**src/rtl/rpg_pkg.sv**
```systemverilog
package rpg_pkg;
    typedef enum logic [1:0] {
        ST_HOLD   = 2'd0,
        ST_TIMING = 2'd1,
        ST_RUN    = 2'd2
    } rpg_state_e;
endpackage

```
**src/rtl/rpg_sync.sv**
```systemverilog
module rpg_sync #(
    parameter int   STAGES  = 2,
    parameter logic RST_VAL = 1'b1
) (
    input  logic clk,
    input  logic por_n,
    input  logic d,
    output logic q
);
    logic [STAGES-1:0] sr;

    always_ff @(posedge clk or negedge por_n) begin
        if (!por_n) begin
            sr <= {STAGES{RST_VAL}};
        end else begin
            sr[0] <= d;
            for (int i = 1; i < STAGES; i++) begin
                sr[i] <= sr[i-1];
            end
        end
    end

    assign q = sr[STAGES-1];
endmodule

```
**src/rtl/rpg_timer.sv**
```systemverilog
module rpg_timer #(
    parameter int RELEASE_CYC = 20,
    parameter int MIN_CYC     = 12,
    parameter int CNT_W       = $clog2(RELEASE_CYC + 1)
) (
    input  logic             clk,
    input  logic             por_n,
    input  logic             load_full,
    input  logic             stretch,
    input  logic             dec,
    output logic [CNT_W-1:0] cnt,
    output logic             last
);
    localparam logic [CNT_W-1:0] FULL_V = CNT_W'(RELEASE_CYC);
    localparam logic [CNT_W-1:0] MIN_V  = CNT_W'(MIN_CYC);

    always_ff @(posedge clk or negedge por_n) begin
        if (!por_n) begin
            cnt <= FULL_V;
        end else if (load_full) begin
            cnt <= FULL_V;
        end else if (stretch) begin
            if (cnt < MIN_V) begin
                cnt <= MIN_V;
            end
        end else if (dec) begin
            cnt <= cnt - 1'b1;
        end
    end

    assign last = (cnt == CNT_W'(1));
endmodule

```
**src/rtl/rst_pulse_gen.sv**
```systemverilog
module rst_pulse_gen #(
    parameter int RELEASE_CYC = 6554,
    parameter int MIN_CYC     = 4588,
    parameter int SYNC_STAGES = 2
) (
    input  logic clk,
    input  logic por_n,
    input  logic supply_low,
    input  logic mr_n,
    output logic rst_n_o,
    output logic rst_o,
    output logic reset_active
);
    import rpg_pkg::*;

    localparam int CNT_W = $clog2(RELEASE_CYC + 1);

    logic             low_s;
    logic             mr_n_s;
    logic             trig;
    logic             load_full;
    logic             stretch;
    logic             dec;
    logic             last;
    logic [CNT_W-1:0] cnt;
    logic             rst_q;
    rpg_state_e       state;
    rpg_state_e       state_nx;

    rpg_sync #(.STAGES(SYNC_STAGES), .RST_VAL(1'b1)) u_sync_low (
        .clk(clk), .por_n(por_n), .d(supply_low), .q(low_s)
    );

    rpg_sync #(.STAGES(SYNC_STAGES), .RST_VAL(1'b1)) u_sync_mr (
        .clk(clk), .por_n(por_n), .d(mr_n), .q(mr_n_s)
    );

    assign trig = low_s | ~mr_n_s;

    // Next-state and counter control
    always_comb begin
        state_nx  = state;
        load_full = 1'b0;
        stretch   = 1'b0;
        dec       = 1'b0;
        unique case (state)
            ST_HOLD: begin
                if (!trig) state_nx = ST_TIMING;
            end
            ST_TIMING: begin
                if (trig) begin
                    state_nx = ST_HOLD;
                    stretch  = 1'b1;
                end else if (last) begin
                    state_nx = ST_RUN;
                end else begin
                    dec = 1'b1;
                end
            end
            ST_RUN: begin
                if (trig) begin
                    state_nx  = ST_HOLD;
                    load_full = 1'b1;
                end
            end
            default: state_nx = ST_HOLD;
        endcase
    end

    // State register
    always_ff @(posedge clk or negedge por_n) begin
        if (!por_n) state <= ST_HOLD;
        else        state <= state_nx;
    end

    // Output register
    always_ff @(posedge clk or negedge por_n) begin
        if (!por_n) rst_q <= 1'b1;
        else        rst_q <= (state_nx != ST_RUN);
    end

    rpg_timer #(
        .RELEASE_CYC(RELEASE_CYC), .MIN_CYC(MIN_CYC), .CNT_W(CNT_W)
    ) u_timer (
        .clk(clk), .por_n(por_n), .load_full(load_full), .stretch(stretch),
        .dec(dec), .cnt(cnt), .last(last)
    );

    assign rst_o        = rst_q;
    assign rst_n_o      = ~rst_q;
    assign reset_active = rst_q;
endmodule

```
**config.mk**
```make
export PLATFORM = sky130hd
export DESIGN_NAME = rst_pulse_gen
export DESIGN_NICKNAME = d
export VERILOG_FILES = /design/src/rtl/rpg_pkg.sv /design/src/rtl/rpg_sync.sv /design/src/rtl/rpg_timer.sv /design/src/rtl/rst_pulse_gen.sv
export SDC_FILE = /design/constraint.sdc
export NUM_CORES = 1
export LEC_CHECK = 0
export ABC_AREA = 1
export BUFFER_PORTS_ARGS = -buffer_cell sky130_fd_sc_hd__buf_2
export CELL_PAD_IN_SITES_DETAIL_PLACEMENT = 0
export CELL_PAD_IN_SITES_GLOBAL_PLACEMENT = 2
export CORE_MARGIN = 2
export CORE_UTILIZATION = 34
export CTS_CLUSTER_DIAMETER = 30
export DETAILED_ROUTE_END_ITERATION = 6
export MAX_ROUTING_LAYER = met4
export PLACE_DENSITY = 0.78
export SYNTH_ARGS = -nofsm -noshare
export SYNTH_HDL_FRONTEND = slang
export SYNTH_SLANG_ARGS = --single-unit
```
**constraint.sdc**
```tcl
create_clock -name clk -period 1.91 [get_ports clk]
set_clock_uncertainty 0.2 [all_clocks]
set_input_delay 0.382 -clock clk [delete_from_list [all_inputs] [get_ports clk]]
set_output_delay 0.382 -clock clk [all_outputs]
set_load 0.05 [all_outputs]
```
# Yosys cells after proc, flatten, opt, wreduce, memory -nomap -nowiden
# Index checks and enable logic that the tools add are counted.
[classes] n_mux=15 multipliers=0 order_cmp=1 add_sub_neg=1 n_div=0 n_shift=0 eq_ne=5 bitwise=3 reduce_logical=3
[op_table] op="13-bit two-way mux" n=4
[op_table] op="13-bit by 1-bit == test with 1-bit output (second input constant)" n=1
[op_table] op="13-bit less-than comparator (second input constant)" n=1
[op_table] op="13-bit by 1-bit subtractor with 13-bit output (second input constant)" n=1
[op_table] op="2-bit two-way mux" n=4
[op_table] op="1-bit two-way mux" n=6
[op_table] op="2-bit case mux with 3 select lines" n=1
[op_table] op="3-bit by 2-bit inequality test with 1-bit output (second input constant)" n=1
[op_table] op="3-bit nonzero test" n=1
[op_table] op="2-bit by 1-bit == test with 1-bit output (second input constant)" n=1
[op_table] op="2-bit == test (second input constant)" n=1
[op_table] op="2-bit logical NOT" n=1
[op_table] op="2-bit inequality test (second input constant)" n=1
[op_table] op="1-bit inverter" n=2
[op_table] op="2-bit AND reduction" n=1
[op_table] op="1-bit bitwise OR" n=1
[totals] regBits=20 word_cells=33 rom_bits=0 latch_bits=0 output_inout_bits=3 memories=0 ram_bits=0 in_bits=4

# Logic depth before layout (Yosys ltp)
[logic_depth] ltp_word=7 mapped_depth=11 ltp_nobuf=10

# By module
# From an unflattened synthesis, not the netlist that was laid out.
[unflattened] cells_unflattened=178 hier_area_um2=1228.7
[by_module_without_submodules] module="rpg_timer" cells_each=148 area_per_inst_um2=940.9 seq_area_each_um2=334.1 instances=1
[by_module_without_submodules] module="rst_pulse_gen" cells_each=26 area_per_inst_um2=182.7 seq_area_each_um2=76.3 instances=1
[by_module_without_submodules] module="rpg_sync" cells_each=2 area_per_inst_um2=52.6 seq_area_each_um2=52.6 instances=2

# Worst setup path before layout
# No wires, ideal clock.
[synth_timing] path_kind="flip-flop to flip-flop" start="reg u_sync_mr.sr[1]" end="reg u_timer.cnt[2]" n_path_buf=1 setup_ns=0.117 path_slack_ns=0.238 path_stages_with_launch=11 period_less_slack_ns=1.672 t_required_ns=1.593 arrival_ns=1.355 path_cell_list="dfstp_2 > inv_1 > nor2_4 > inv_1 > nor2_1 > nand2_4 > nand2_4 > nand2_4 > buf_6 > nand2_1 > nand2_1"
[synth_via] elab_chain_len=6 elab_cells_between_ends=12 classes_between="eq/ne: 1; mux: 7; bitwise: 2; reduce/logical: 2"
[synth_rtl] item="from (decl)" line_no="rpg_sync.sv:10" text="logic [STAGES-1:0] sr;"
[synth_rtl] item="from (signal assigned)" line_no="rpg_sync.sv:14" text="sr <= {STAGES{RST_VAL}};"
[synth_rtl] item="from (signal, indexed assignment)" line_no="rpg_sync.sv:18" text="sr[i] <= sr[i-1];"
[synth_rtl] item="1-bit inverter (*)" line_no="rst_pulse_gen.sv:38" text="assign trig = low_s | ~mr_n_s;"
[synth_rtl] item="1-bit bitwise OR (*)" line_no="rst_pulse_gen.sv:38"
[synth_rtl] item="1-bit two-way mux, on equally long branches" line_no="rst_pulse_gen.sv:51, rst_pulse_gen.sv:61"
[synth_rtl] item="1-bit two-way mux" line_no="rst_pulse_gen.sv:46" text="unique case (state)"
[synth_rtl] item="3-bit by 2-bit inequality test with 1-bit output (no source line) (tied with other cells)"
[synth_rtl] item="2-bit AND reduction (no source line) / 13-bit two-way mux (equally long branches)"
[synth_rtl] item="to (signal assigned)" line_no="rpg_timer.sv:27" text="cnt <= cnt - 1'b1;"
[synth_rtl] item="to (decl)" line_no="rpg_timer.sv:11" text="output logic [CNT_W-1:0] cnt,"
# Mark *: on every way between the ends. The rest lies on a longest branch, timed or not.
# A chain may end at the register's enable or synchronous reset.

# Final worst setup path
[layout_timing] start="reg state[1]" end="reg u_timer.cnt[1]"
[layout_via] elab_chain_len=4 elab_cells_between_ends=10 classes_between="eq/ne: 3; mux: 5; reduce/logical: 2"
[layout_rtl] item="from (decl)" line_no="rst_pulse_gen.sv:27" text="rpg_state_e state;"
[layout_rtl] item="from (signal assigned)" line_no="rst_pulse_gen.sv:73" text="else state <= state_nx;"
[layout_rtl] item="2-bit == test / 2-bit by 1-bit == test with 1-bit output (equally long branches)" line_no="rst_pulse_gen.sv:46"
[layout_rtl] item="1-bit two-way mux" line_no="rst_pulse_gen.sv:46"
[layout_rtl] item="3-bit by 2-bit inequality test with 1-bit output (no source line) (tied with other cells)"
[layout_rtl] item="2-bit AND reduction (no source line) / 13-bit two-way mux (equally long branches)"
# Several ways; a longest one is shown, not always the timed one.

==> results.txt <==
The number of clock buffers added by TritonCTS is 3. The min-delay analysis places its worst path in the category flop to flop. The largest individual stage delay along the critical path comes from the cell sky130_fd_sc_hd__dfrtp_1. The run gives 0 as the number of max-slew violations in the final report. The flip-flop and latch count after synthesis works out to 20. In this run the post-CTS setup repair buffer count came out at 0. Along the worst path, the maximum fanout reaches 12. The clock root buffer was sky130_fd_sc_hd__clkbuf_4. The number of clock sinks was 20; the top-level I/O count was 7.

The congestion estimate from routability-driven global placement came to 0.783. Total leakage power: 0.721 nW. The initialized floorplan defines 21 standard-cell rows. The number of nets at the end of the flow came out at 196. Hold timing on the final database bottoms out at a slack of 0.165 ns.

The run gives 0.684 as the worst slew slack as a fraction of its limit. Overall die area: 4160 µm². By area the synthesized netlist is led by sky130_fd_sc_hd__dfstp_2, sky130_fd_sc_hd__nand2_1, sky130_fd_sc_hd__dfrtp_1. Setup violations remaining at the end of the flow were counted as 0. Counting flops with a built-in enable in the synthesized netlist gives 0.

Together, buffers and inverters on the worst path number 2. Once detailed placement completed, the half-perimeter wirelength came to 2.09 mm. Compound-gate portion of the synthesized area: 0.0693.

Of all cell types, the one taking the most synthesized area is sky130_fd_sc_hd__dfstp_2. From left edge to right edge, the die measures 64.5 µm. The kind of cell with the highest combined delay on the critical path was simple AND/OR/NAND/NOR gates. Setup repair after global routing left no endpoint under its margin.

Subtracting the final worst setup slack from the clock period gives 1.78 ns. Derived from the worst setup path, the maximum achievable clock frequency is 0.563 GHz. By count the netlist is led by sky130_fd_sc_hd__nand2_1, sky130_fd_sc_hd__inv_1, sky130_fd_sc_hd__nor2_1.

The logic gate share of total power came out at 0.413. The tools report the sequential share of the synthesized area as 0.414. The tools report the placed instance area as 1330 µm². The critical path capture point type was a flop. Synthesis handed over a netlist of 175 instances. The share of the synthesized netlist area taken by xor and xnor gates works out to 0.00704. The run finished with clean final reports. The count of H-tree levels built during CTS is 1, and the peak per-stage delay on the critical path is 0.45 ns. The total design power was 1.81 mW. The worst-case IR drop observed on VDD is 0.556 mV.

After detailed placement, the design holds a cell count of 227. Registers take 515 µm². The clock share of power was 0.199. The filler cells instantiated in the layout total 365. The most frequent cell after synthesis was sky130_fd_sc_hd__nand2_1. The adder-cell share of the synthesized area is 0.0201, and the clock insertion delay at the later pin of the skew report is 0.31 ns. For this design the ratio of total power to cell area is 1260 nW/µm². Data on the critical path arrives at its endpoint at 1.84 ns.

The multiplexer area fraction after synthesis was 0. Counting distinct cell types in the post-synthesis netlist gives 24. After synthesis the cells add up to 1240 µm².

The tools report the cell-internal power as 1.05 mW. The first global-routing pass estimated 5.04 mm of wire. The synthesized-area fraction occupied by and/or/nand/nor cells came out at 0.393. The max-cap violation count was 0. Setup total negative slack on the finished layout was measured at 0 ns. The first routing iteration left 55 violations. The area growth from synthesis to layout is 15.9%. The tools report the final number of hold-violating endpoints as 0. Counting every net in the synthesized netlist gives 181. At the worst endpoint, the required time is 1.97 ns. The clock transition time at the flip-flop clock pins of the worst setup and hold paths was 0.13 ns.

For this block, the via count after detailed routing is 1080. Timing analysis after detailed placement gives a worst setup slack of 0.0642 ns. The number of nets still failing antenna checks after routing is 0. Total detailed-routing wirelength: 2.88 mm. The fraction of final layout cells with drive strength greater than 1 was 0.222; the part of the total power dissipated in sequential elements was 0.388.

The tools report the number of antenna violations at the first check in global routing as 0. In the final layout, the multi-input gates occupy 641 µm². After synthesis, the largest family of logic cells by area is simple AND/OR/NAND/NOR gates.

Summed over all layers, the global routing overflow is 0. The final period utilization was 0.931; the remaining routing DRC violations was 0. The first TritonRoute pass finished after 5 iterations.

The count of warnings emitted by yosys was 0; the area share of the leading cell type in the synthesized netlist was 0.253. The proportion of register bits with asynchronous set or reset after synthesis is 1.00, and the final cell utilization of the core is 0.422. Summing all non-filler instances in the final layout gives an area of 1440 µm².

The element type at the critical path start was a flop. For the final cell count without fillers, the log shows 235. The number of global-route vias before repair is 1049. The per-cell via count in the routed design was 4.60. Traced cell by cell, the critical path runs through inv_2, nand2_1, nor2_4, nand2_1, a21oi_4, inv_2, nand2_4, nand2_1, nand2_1.

For the pin with the worst max-slew slack, the measured transition is 0.474 ns. TritonCTS built the clock tree. The analysis attributes to net switching a power of 761 µW. The starting density of the core was 0.364; the overall routing resource usage was 0.163. The number of I/O port buffers works out to 6.

The minimum setup slack among reg-to-reg paths is 0.13 ns, and the setup slack after layout is 0.132 ns. 0 antenna diodes ended up in the layout. The die boundary height was 64.5 µm. The startpoint-to-endpoint class of the critical path is flop to flop. The clock passes through at most 2 buffers. In this design, the critical path's most frequently occurring cell is sky130_fd_sc_hd__nand2_1. In the synthesized netlist the dominant register cell turns out to be sky130_fd_sc_hd__dfstp_2. The average cell area after synthesis is 7.11 µm², and the maximum number of pins on one net before global-route repair is 21. After detailed routing, the average wire length per cell comes to 12.3 µm. The placeable core area is 3420 µm². The fraction of power spent switching nets is 0.420.
-- cell usage in the layout (no fill, tap or decap), drive strengths merged, types with 2 or more instances in the layout --
master       Yosys  routed
a21oi            4       5
buf              2       8
clkbuf           0       3
dfrtp            8       8
dfstp           12      12
dlygate4sd3      0       3
ha               2       2
inv             27      27
nand2           75      75
nand3           11      11
nor2            22      22
o21ai            6       6
-- final cells by class --
type                            count  area share
Clock buffer                        3      0.0156
Clock inverter                      1      0.0208
Inverter                           27      0.0703
Multi-Input combinational cell    127       0.444
Sequential cell                    20       0.357
Tap cell                           46      0.0399
Timing Repair Buffer               11      0.0520
-- registers in the layout, indices dropped and copies added (netlist names) --
register and count:
u_timer.cnt 13, state 2, u_sync_low.sr 2, u_sync_mr.sr 2, reset_active 1
-- path summary, 6_finish.rpt --
kind                               endpoint        startpoint  depth (start not counted)
max                          u_timer.cnt[1]          state[1]                          9
min                        u_sync_low.sr[1]  u_sync_low.sr[0]                          0
max reg2reg                  u_timer.cnt[1]          state[1]                          9
min reg2reg                u_sync_low.sr[1]  u_sync_low.sr[0]                          0
max in group asynchronous    u_timer.cnt[4]             por_n                          2
min in group asynchronous          state[0]             por_n                          2
-- repair_timing --
item	4_1_cts	5_1_grt
hold endpoints to repair	10	0
hold buffers	3	0
endpoints found under the setup margin	0	10
gates resized for setup	0	4
-- cells by family (layout without fill, tap and decap cells) --
| kind of cell | after synthesis | in the layout |
|---|---|---|
| and+or+nand+nor | 110 | 110 |
| buffers and inverters | 29 | 42 |
| DFF | 20 | 20 |
| AOI/OAI and AO/OA | 13 | 14 |
| adders and majority gates | 2 | 2 |
| xor gates and xnor gates | 1 | 1 |
-- power groups by stage --
stage | Combinational, mW | Sequential [mW] | Clock, mW
after global routing | 0.875 | 0.726 | 0.397
final | 0.749 | 0.703 | 0.360
after CTS | 0.739 | 0.700 | 0.366
after floorplan | 0.591 | 0.673 | 0
after detailed placement | 0.729 | 0.709 | 0
after global placement | 0.729 | 0.708 | 0
-- routing by layer --
layer | GRT usage | share of wire | vias to the layer above
li1 | - | - | 560
met1 | 0.224 | 0.50 | 501
met2 | 0.246 | 0.46 | 17
met3 | 0.0260 | 0.031 | 2
met4 | 0.0559 | 0.0080 | 0
met5 | - | 0 | -
-- worst register-to-register path, stage by stage (launching register included) --
cell                      delay, ns
sky130_fd_sc_hd__dfrtp_1       0.45
sky130_fd_sc_hd__inv_2         0.06
sky130_fd_sc_hd__nand2_1       0.12
sky130_fd_sc_hd__nor2_4        0.19
sky130_fd_sc_hd__nand2_1       0.12
sky130_fd_sc_hd__a21oi_4       0.21
sky130_fd_sc_hd__inv_2         0.07
sky130_fd_sc_hd__nand2_4       0.15
sky130_fd_sc_hd__nand2_1       0.08
sky130_fd_sc_hd__nand2_1       0.08
Note: power is estimated with default switching activity, not from simulation.
